File: src/rtl/pio_pkg.sv
package pio_pkg;

    localparam int BUS_W = 32;

    typedef enum logic [1:0] {
        TRIG_RISE  = 2'd0,
        TRIG_FALL  = 2'd1,
        TRIG_BOTH  = 2'd2,
        TRIG_LEVEL = 2'd3
    } trig_e;

    localparam logic [7:0] OFS_DATA = 8'h00;
    localparam logic [7:0] OFS_DIR  = 8'h04;
    localparam logic [7:0] OFS_MASK = 8'h08;
    localparam logic [7:0] OFS_CAP  = 8'h0C;

    typedef enum logic [2:0] {
        SEL_NONE,
        SEL_DATA,
        SEL_DIR,
        SEL_MASK,
        SEL_CAP
    } sel_e;

endpackage

File: src/rtl/pio_addr_decode.sv
module pio_addr_decode #(
    parameter int ADDR_W = 4
) (
    input  logic [ADDR_W-1:0] addr,
    output pio_pkg::sel_e     sel
);
    import pio_pkg::*;

    always_comb begin
        if (addr == ADDR_W'(OFS_DATA))      sel = SEL_DATA;
        else if (addr == ADDR_W'(OFS_DIR))  sel = SEL_DIR;
        else if (addr == ADDR_W'(OFS_MASK)) sel = SEL_MASK;
        else if (addr == ADDR_W'(OFS_CAP))  sel = SEL_CAP;
        else                                sel = SEL_NONE;
    end

endmodule

File: src/rtl/pio_sync.sv
module pio_sync #(
    parameter int N = 32
) (
    input  logic         clk,
    input  logic         rst_n,
    input  logic [N-1:0] raw,
    output logic [N-1:0] synced
);

    typedef struct packed {
        logic [N-1:0] s1;
        logic [N-1:0] s2;
    } sync_t;

    sync_t st_d, st_q;

    always_comb begin
        st_d    = st_q;
        st_d.s1 = raw;
        st_d.s2 = st_q.s1;
    end

    always_ff @(posedge clk) begin
        if (!rst_n) st_q <= '0;
        else        st_q <= st_d;
    end

    assign synced = st_q.s2;

endmodule

File: src/rtl/pio_edge_detect.sv
module pio_edge_detect #(
    parameter int             N    = 32,
    parameter pio_pkg::trig_e TRIG = pio_pkg::TRIG_RISE
) (
    input  logic         clk,
    input  logic         rst_n,
    input  logic [N-1:0] lvl,
    output logic [N-1:0] evt
);
    import pio_pkg::*;

    typedef struct packed {
        logic [N-1:0] prev;
    } det_t;

    det_t st_d, st_q;

    always_comb begin
        st_d      = st_q;
        st_d.prev = lvl;
    end

    always_ff @(posedge clk) begin
        if (!rst_n) st_q <= '0;
        else        st_q <= st_d;
    end

    generate
        if (TRIG == TRIG_RISE) begin : g_rise
            assign evt = lvl & ~st_q.prev;
        end else if (TRIG == TRIG_FALL) begin : g_fall
            assign evt = ~lvl & st_q.prev;
        end else begin : g_both
            assign evt = lvl ^ st_q.prev;
        end
    endgenerate

endmodule

File: src/rtl/pio_capture.sv
module pio_capture #(
    parameter int N = 32
) (
    input  logic         clk,
    input  logic         rst_n,
    input  logic [N-1:0] evt,
    input  logic         clr_en,
    input  logic [N-1:0] clr_bits,
    output logic [N-1:0] cap
);

    typedef struct packed {
        logic [N-1:0] bits;
    } cap_t;

    cap_t st_d, st_q;
    logic [N-1:0] clr_mask;

    always_comb begin
        clr_mask  = clr_en ? clr_bits : '0;
        st_d      = st_q;
        // a new event is ORed in after the clear so it is never lost
        st_d.bits = (st_q.bits & ~clr_mask) | evt;
    end

    always_ff @(posedge clk) begin
        if (!rst_n) st_q <= '0;
        else        st_q <= st_d;
    end

    assign cap = st_q.bits;

endmodule

File: src/rtl/pio_edge_port.sv
module pio_edge_port #(
    parameter int             PIN_COUNT = 32,
    parameter int             ADDR_W    = 4,
    parameter pio_pkg::trig_e TRIG      = pio_pkg::TRIG_RISE
) (
    input  logic                  clk,
    input  logic                  rst_n,
    input  logic [ADDR_W-1:0]     bus_addr,
    input  logic                  bus_wr,
    input  logic [31:0]           bus_wdata,
    input  logic                  bus_rd,
    output logic [31:0]           bus_rdata,
    input  logic [PIN_COUNT-1:0]  pin_in,
    output logic [PIN_COUNT-1:0]  pin_oe,
    output logic [PIN_COUNT-1:0]  pin_out,
    output logic                  irq
);
    import pio_pkg::*;

    localparam int N = PIN_COUNT;
    localparam bit EDGE_MODE = (TRIG != TRIG_LEVEL);

    typedef struct packed {
        logic [N-1:0]     outv;
        logic [N-1:0]     dir;
        logic [N-1:0]     mask;
        logic [BUS_W-1:0] rdata;
    } regs_t;

    regs_t st_d, st_q;

    sel_e         sel;
    logic [N-1:0] pin_sync;
    logic [N-1:0] cap_q;
    logic [N-1:0] mask_q;
    logic [N-1:0] wbits;
    logic         cap_wr;

    pio_addr_decode #(.ADDR_W(ADDR_W)) u_dec (
        .addr (bus_addr),
        .sel  (sel)
    );

    pio_sync #(.N(N)) u_sync (
        .clk    (clk),
        .rst_n  (rst_n),
        .raw    (pin_in),
        .synced (pin_sync)
    );

    assign wbits  = bus_wdata[N-1:0];
    assign cap_wr = bus_wr && (sel == SEL_CAP);

    generate
        if (EDGE_MODE) begin : g_edge
            logic [N-1:0] evt;

            pio_edge_detect #(.N(N), .TRIG(TRIG)) u_det (
                .clk   (clk),
                .rst_n (rst_n),
                .lvl   (pin_sync),
                .evt   (evt)
            );

            pio_capture #(.N(N)) u_cap (
                .clk      (clk),
                .rst_n    (rst_n),
                .evt      (evt),
                .clr_en   (cap_wr),
                .clr_bits (wbits),
                .cap      (cap_q)
            );

            assign irq = |(cap_q & mask_q);
        end else begin : g_level
            assign cap_q = '0;
            assign irq   = |(pin_sync & mask_q);
        end
    endgenerate

    always_comb begin
        st_d       = st_q;
        st_d.rdata = '0;

        if (bus_wr) begin
            case (sel)
                SEL_DATA: st_d.outv = wbits;
                SEL_DIR:  st_d.dir  = wbits;
                SEL_MASK: st_d.mask = wbits;
                default:  ;
            endcase
        end

        if (bus_rd) begin
            case (sel)
                SEL_DATA: st_d.rdata[N-1:0] = pin_sync;
                SEL_DIR:  st_d.rdata[N-1:0] = st_q.dir;
                SEL_MASK: st_d.rdata[N-1:0] = st_q.mask;
                SEL_CAP:  st_d.rdata[N-1:0] = cap_q;
                default:  st_d.rdata        = '0;
            endcase
        end
    end

    always_ff @(posedge clk) begin
        if (!rst_n) st_q <= '0;
        else        st_q <= st_d;
    end

    assign mask_q    = st_q.mask;
    assign pin_oe    = st_q.dir;
    assign pin_out   = st_q.outv;
    assign bus_rdata = st_q.rdata;

endmodule

File: config.mk
export PLATFORM = sky130hd
export DESIGN_NAME = pio_edge_port
export DESIGN_NICKNAME = d
export VERILOG_FILES = /design/src/rtl/pio_pkg.sv /design/src/rtl/pio_addr_decode.sv /design/src/rtl/pio_sync.sv /design/src/rtl/pio_edge_detect.sv /design/src/rtl/pio_capture.sv /design/src/rtl/pio_edge_port.sv
export SDC_FILE = /design/constraint.sdc
export NUM_CORES = 1
export LEC_CHECK = 0
export BUFFER_PORTS_ARGS = -buffer_cell sky130_fd_sc_hd__buf_2
export CAP_MARGIN = 20
export CORE_ASPECT_RATIO = 1.25
export CORE_MARGIN = 2
export CORE_UTILIZATION = 30
export DETAILED_ROUTE_END_ITERATION = 8
export PLACE_DENSITY = 0.45
export SLEW_MARGIN = 20
export SYNTH_ARGS = -nofsm -noshare
export SYNTH_HDL_FRONTEND = slang
export SYNTH_SLANG_ARGS = --single-unit
File: constraint.sdc
create_clock -name clk -period 3.28 [get_ports clk]
set_clock_uncertainty 0.2 [all_clocks]
set_input_delay 0.164 -clock clk [delete_from_list [all_inputs] [get_ports clk]]
set_output_delay 0.164 -clock clk [all_outputs]
set_load 0.02 [all_outputs]
==> impl_metrics.csv, run 1 <==
group,metric,value,unit
floorplan,die_y,201,µm
global_routing,track_usage,18.6,%
worst_setup_path,critPathArrivalTime,2160,ps
floorplan,die_w,161,µm
finish,layout.cells.non_filler,1602,
floorplan,num_rows,72,
pwr,p_comb_share,6.5,%
floorplan,die-area,0.0324,mm²
global_routing,grt_max_degree,163,
hold_path,hold_depth,4,
floorplan,num_io_pins,169,
pwr,p_int,0.00541,W
synth,synth_top_area_share,55.1,%
cts,cts_made_buffers,28,
worst_setup_path,crit_path_top_delay_cell,"or4_1",
worst_setup_path,start_kind,"flip-flop",
synth,ys_ff_latch,256,
timing,final.setup.tns,0,ps
pwr,swShare,22.7,%
floorplan,initial_core_util,30.3,%
pwr,p_leak,4.75,nW
detailed_routing,final_antenna_net_count,0,
synth,synth_area_per_cell,9.46,µm²
worst_setup_path,path_cells,"a22oi_1 > nand4_1 > or4_1 > buf_2",
synth,synth_area,0.00930,mm²
worst_setup_path,crit_cells,4,
timing,fmaxAchievable,395,MHz
worst_setup_path,cpPeakStageDelay,620,ps
finish,syn2layout_area_growth,30.1,%
synth,yosys_warnings,0,
floorplan,core_area,0.0307,mm²
cts,cts_sinks,256,
run,drv_cap,0,
detailed_routing,drtIter0Drc,715,
cts,insertion_delay,550,ps
timing,setup_viol,0,
global_routing,antenna_found_initial,0,
cts,cts-root-buf,"clkbuf_16",
finish,diodes,0,
finish,final_nets,1245,
global_routing,grt_pass1_vias,7951,
timing,tightestPinTransition,1040,ps
placed_design,gp_congestion,0.749,
detailed_routing,drc_errors,0,
synth,synthCells,983,
cts,tritoncts,"yes",
synth,syn_nets,1055,
worst_setup_path,path_max_fanout,3,
outcome,status,"finished, final reports clean",
global_routing,grt_pass1_wl,47.5,mm
detailed_routing,wire_per_inst,19.1,µm
cts,clk_path_buf_depth,3,
hold_path,min_path_type,"input pin to flip-flop",
worst_setup_path,path_class,"flip-flop to primary output",
placed_design,dp_cells,1486,
detailed_routing,vias,8074,
timing,slew_violations,0,
synth,synth_top_cell_by_area,"dfxtp_1",
timing,rsz0062_at_grt,"false",
timing,finalHoldViolations,0,
worst_setup_path,path_buf_inv,1,
synth,synth_cell_types,28,
timing,period_share,77.1,%
pwr,powerDensity,579,mW/mm²
pwr,p_sw,0.00159,W
synth,ys_top_cells_by_area,"dfxtp_1 55%, and2_1 6.5%, a21oi_1 5.1%",
worst_setup_path,cp-end-kind,"primary output",
timing,slew_headroom,30.8,%
worst_setup_path,critical_path_required,2920,ps
detailed_routing,drtPass1Iterations,5,
pwr,p_seq_share,46.3,%
synth,yosysSeqAreaShare,55.1,%
placed_design,hpwl,18.7,mm
pwr,clockPowerShare,47.2,%
timing,period_minus_slack,2530,ps
global_routing,overflow,0,
worst_setup_path,cp_top_family,"simple AND/OR/NAND/NOR gates",
cts,cts_max_level,1,
pwr,irDropWorstVdd,0.371,mV
cts,clk_pin_slew_worst_paths,60,ps
finish,drive_gt1_share,22.6,%
detailed_routing,via_per_inst,5.04,
cts,postCtsSetupBuffers,0,
detailed_routing,routed_wirelength,30.6,mm
worst_setup_path,reg2reg_depth,3,
placed_design,port-buffer-count,168,
## layout by cell type (no fill, tap or decap), drive strengths merged, types with 4 or more instances in the layout
cell | synthesis | layout
a21oi | 95 | 95
a222oi | 32 | 32
a22oi | 16 | 16
and2 | 96 | 96
buf | 28 | 183
clkbuf | 59 | 43
clkinv | 0 | 5
dfxtp | 256 | 256
dlygate4sd3 | 0 | 64
mux2 | 32 | 32
nand2 | 65 | 65
nand2b | 31 | 31
nand3 | 65 | 65
nand4 | 4 | 4
nor2 | 33 | 33
o211ai | 33 | 33
o21ai | 127 | 127
## power by group through the flow
stage / sequential [W] / combinational, W / clock, W
after CTS: 0.00325 / 0.000457 / 0.00342
after global placement: 0.00331 / 0.000396 / 0
after global routing: 0.00325 / 0.000497 / 0.00354
after floorplan: 0.00330 / 0.000220 / 0
final: 0.00324 / 0.000453 / 0.00331
after detailed placement: 0.00331 / 0.000398 / 0
## routing by layer
metal | track usage (%) | routed length [µm] | vias up
li1 | - | - | 3872
met1 | 24.4 | 13400 | 3886
met2 | 31.1 | 14600 | 262
met3 | 2.64 | 1710 | 54
met4 | 6.92 | 888 | 0
met5 | 0 | 0 | -
## cell usage after synthesis
cell,count
nand4bb_1,1
nand2b_1,31
nor3b_1,1
o211ai_1,33
buf_1,6
a222oi_1,32
nand4_1,4
nand2_1,65
or4_4,1
nand3_1,65
clkbuf_1,59
or2_2,1
buf_6,7
inv_2,2
nand3b_1,1
or4b_4,1
a22oi_1,16
dfxtp_1,256
o21ai_0,94
nor4b_1,1
mux2_2,32
or4_1,1
a21oi_1,95
nor2_1,33
buf_2,15
nor4_4,1
and2_1,96
o21ai_1,33
## layout make-up
cell class,instances,area [µm²]
timing repair buffer,247,1670
fill,3146,18600
clock buffer,43,858
sequential,256,5120
tap,407,509
inverter,2,7.51
multi-input combinational,638,3790
clock inverter,9,126
## kinds of logic after synthesis
| logic type | Yosys count | share of synthesized area [%] |
|---|---|---|
| multiplexers | 32 | 3.88 |
| buffers and inverters | 89 | 4.36 |
| AO/OA/AOI/OAI | 303 | 19.4 |
| AND/OR/NAND/NOR | 303 | 17.3 |
| flip-flops | 256 | 55.1 |
## stage by stage
| step | hold WS (ps) | setup slack [ps] | cell area (µm²) | util (%) | power (W) |
|---|---|---|---|---|---|
| 2_1_floorplan | 91.3 | 1640 | 9300 | - | 0.00352 |
| 3_3_place_gp | 173 | 976 | 10500 | 34.1 | 0.00371 |
| 3_5_place_dp | 172 | 954 | 10500 | 34.1 | 0.00371 |
| 4_1_cts | 42.1 | 721 | 12100 | 39.4 | 0.00712 |
| 5_1_grt | 102 | 658 | 12100 | 39.4 | 0.00729 |
| 6_report | 52.8 | 751 | 12100 | 39.4 | 0.00701 |
## timing repair
item,in CTS,in global routing
hold endpoints to repair,160,0
hold buffers,64,0
gates resized for setup,0,0
## final timing paths
| path | slack (ps) | to | startpoint |
|---|---|---|---|
| setup / recovery | 750 | irq | g_edge.u_cap.cap[20] |
| hold / removal | 50 | pin_oe[4] | rst_n |
| setup reg to reg | 1890 | bus_rdata[31] | pin_oe[31] |
| hold reg to reg | 230 | u_sync.synced[19] | u_sync.st_d[19] |
## sequential cells by signal (all words and copies together) (netlist names)
signal / count
g_edge.u_det.st_q: 32
pin_out: 32
pin_oe: 32
bus_rdata: 32
u_sync.synced: 32
mask_q: 32
g_edge.u_cap.cap: 32
u_sync.st_d: 32
## worst reg2reg max path, cell delays in order, from the launching register on
cell	delay (ps)
dfxtp_1	340
mux2_2	270
a222oi_1	360
nor2_1	70
Power figures use the tool's default switching activity.
==> inputs of run 2 (changes only) <==
- PLACE_DENSITY: 0.45 -> 0.47
- clock period: 3.28 -> 2.28 ns (I/O delays scaled with it)
==> run 2 against run 1 <==
The run now ends with setup timing left. Routed wire length grew 1.9%. Die area unchanged. Clock power is 31% higher. Critical path depth unchanged. Clock-buffer cell count decreased by 2. Core utilization up 0.32 points. Via count about the same. Global-route usage increased by 0.16 points. Combinational power up 53%. First-iteration DRC count decreased by 13%. Sequential share of layout area decreased by 0.33 points. Non-clock buffer count grew 12.
==> impl_metrics.csv, run 2 (same netlist as run 1, synthesis figures left out) <==
group,metric,value,unit
outcome,status,"finished with violations",
outcome,violations,"setup timing",
finish,syn2layout_area_growth,31.1,%
floorplan,die_y,201,µm
worst_setup_path,cp_top_family,"simple AND/OR/NAND/NOR gates",
timing,fmaxAchievable,436,MHz
placed_design,port-buffer-count,168,
timing,tightestPinTransition,745,ps
floorplan,num_io_pins,169,
pwr,irDropWorstVdd,0.408,mV
timing,period_share,101,%
detailed_routing,final_antenna_net_count,0,
cts,clk_path_buf_depth,3,
worst_setup_path,cp-end-kind,"primary output",
global_routing,antenna_found_initial,0,
hold_path,min_path_type,"input pin to flip-flop",
timing,setup_viol,1,
floorplan,die-area,0.0324,mm²
worst_setup_path,critPathArrivalTime,1980,ps
placed_design,dp_slack,341,ps
timing,finalHoldViolations,0,
timing,rsz0062_at_grt,"true",
global_routing,grt_pass1_wl,47.7,mm
finish,drive_gt1_share,23.2,%
detailed_routing,vias,8069,
floorplan,num_rows,72,
floorplan,core_area,0.0307,mm²
detailed_routing,drc_errors,0,
worst_setup_path,start_kind,"flip-flop",
pwr,powerDensity,794,mW/mm²
finish,n_fill_cell,3109,
pwr,finalPower,0.00969,W
global_routing,track_usage,18.8,%
global_routing,overflow,0,
worst_setup_path,cpPeakStageDelay,550,ps
worst_setup_path,path_max_fanout,3,
global_routing,grt_pass1_vias,7955,
worst_setup_path,crit_path_top_delay_cell,"or4_4",
detailed_routing,drtPass1Iterations,8,
finish,final_cell_mix,"255 x dfxtp_1, 165 x buf_2, 96 x and2_1, 95 x a21oi_1, 94 x o21ai_0",
finish,final_common_cell,"dfxtp_1",
finish,fin_area,0.0122,mm²
cts,cts-root-buf,"clkbuf_16",
placed_design,dpl_cell_area,0.0106,mm²
detailed_routing,routed_wirelength,31.2,mm
floorplan,die_w,161,µm
worst_setup_path,path_class,"flip-flop to primary output",
placed_design,dp_cells,1490,
cts,cts_max_level,1,
global_routing,grt_max_degree,110,
finish,layout.cells.non_filler,1610,
detailed_routing,via_per_inst,5.01,
finish,multiInputGateArea,0.00383,mm²
pwr,p_leak,4.78,nW
timing,slew_violations,0,
worst_setup_path,path_cells,"a22oi_1 > nand4_1 > or4_4 > buf_6",
placed_design,gp_congestion,0.760,
finish,final_nets,1257,
finish,ff_latch_area,0.00513,mm²
floorplan,initial_core_util,30.3,%
cts,cts_made_buffers,28,
cts,clk_pin_slew_worst_paths,60,ps
cts,postCtsSetupBuffers,0,
cts,tritoncts,"yes",
cts,insertion_delay,540,ps
finish,diodes,0,
detailed_routing,drtIter0Drc,619,
placed_design,hpwl,19.0,mm
timing,period_minus_slack,2300,ps
worst_setup_path,path_buf_inv,1,
worst_setup_path,critical_path_required,1970,ps
timing,slew_headroom,50.3,%
timing,final.setup.tns,-15.4,ps
cts,cts_sinks,256,
run,drv_cap,0,
detailed_routing,wire_per_inst,19.4,µm
timing,final.setup.worst_slack,-15.4,ps
run 2: area by class of cell:
class | count | share of cell area, %
clock buffers | 41 | 6.90
clock inverters | 7 | 0.318
inverters | 2 | 0.0718
multi-input cells | 638 | 31.4
flip-flops and latches | 256 | 42.0
well taps | 407 | 4.18
repair buffers | 259 | 15.1
run 2: worst paths after layout:
| check | startpoint | end | slack, ps | cells after the start |
|---|---|---|---|---|
| max | g_edge.u_cap.cap[5] | irq | -20 | 4 |
| min | bus_addr[0] | bus_rdata[10] | 20 | 5 |
| max reg2reg | pin_oe[11] | bus_rdata[11] | 730 | 3 |
| min reg2reg | u_sync.st_d[23] | u_sync.synced[23] | 230 | 1 |
run 2: timing repair:
action | in CTS | in global routing
pin swaps | 0 | 1
gates resized for setup | 7 | 3
hold buffers | 72 | 0
endpoints found under the setup margin | 1 | 1
endpoints found under the hold margin | 184 | 0
run 2: metrics by stage:
step,utilization [%],hold WS [ps]
CTS,39.7,4.69
global placement,34.3,122
detailed placement,34.3,124
floorplan,-,41.3
finish,39.7,18.4
global route,39.7,35.8
run 2: report_power, final:
group          leakage [nW]  total, W  switching (W)  internal, W
Combinational          2.25  0.000691       0.000397     0.000293
Clock                 0.442   0.00432        0.00179      0.00253
Sequential             2.09   0.00467      0.0000754      0.00460
Total                  4.78   0.00969        0.00227      0.00742
run 2: metal layers:
| layer | vias to the layer above | wire length [µm] | track usage [%] | share of wire (%) |
|---|---|---|---|---|
| met1 | 3873 | 13700 | 24.7 | 44 |
| met4 | 0 | 744 | 5.36 | 2.4 |
| met3 | 40 | 1820 | 3.12 | 5.8 |
| li1 | 3886 | - | - | - |
| met2 | 270 | 14900 | 31.6 | 48 |
| met5 | - | 0 | 0 | 0 |
run 2: tightest hold or removal path, delay by kind of cell:
kind	cells	cell delay, ps
simple gates	3	220
buf+inv	2	370
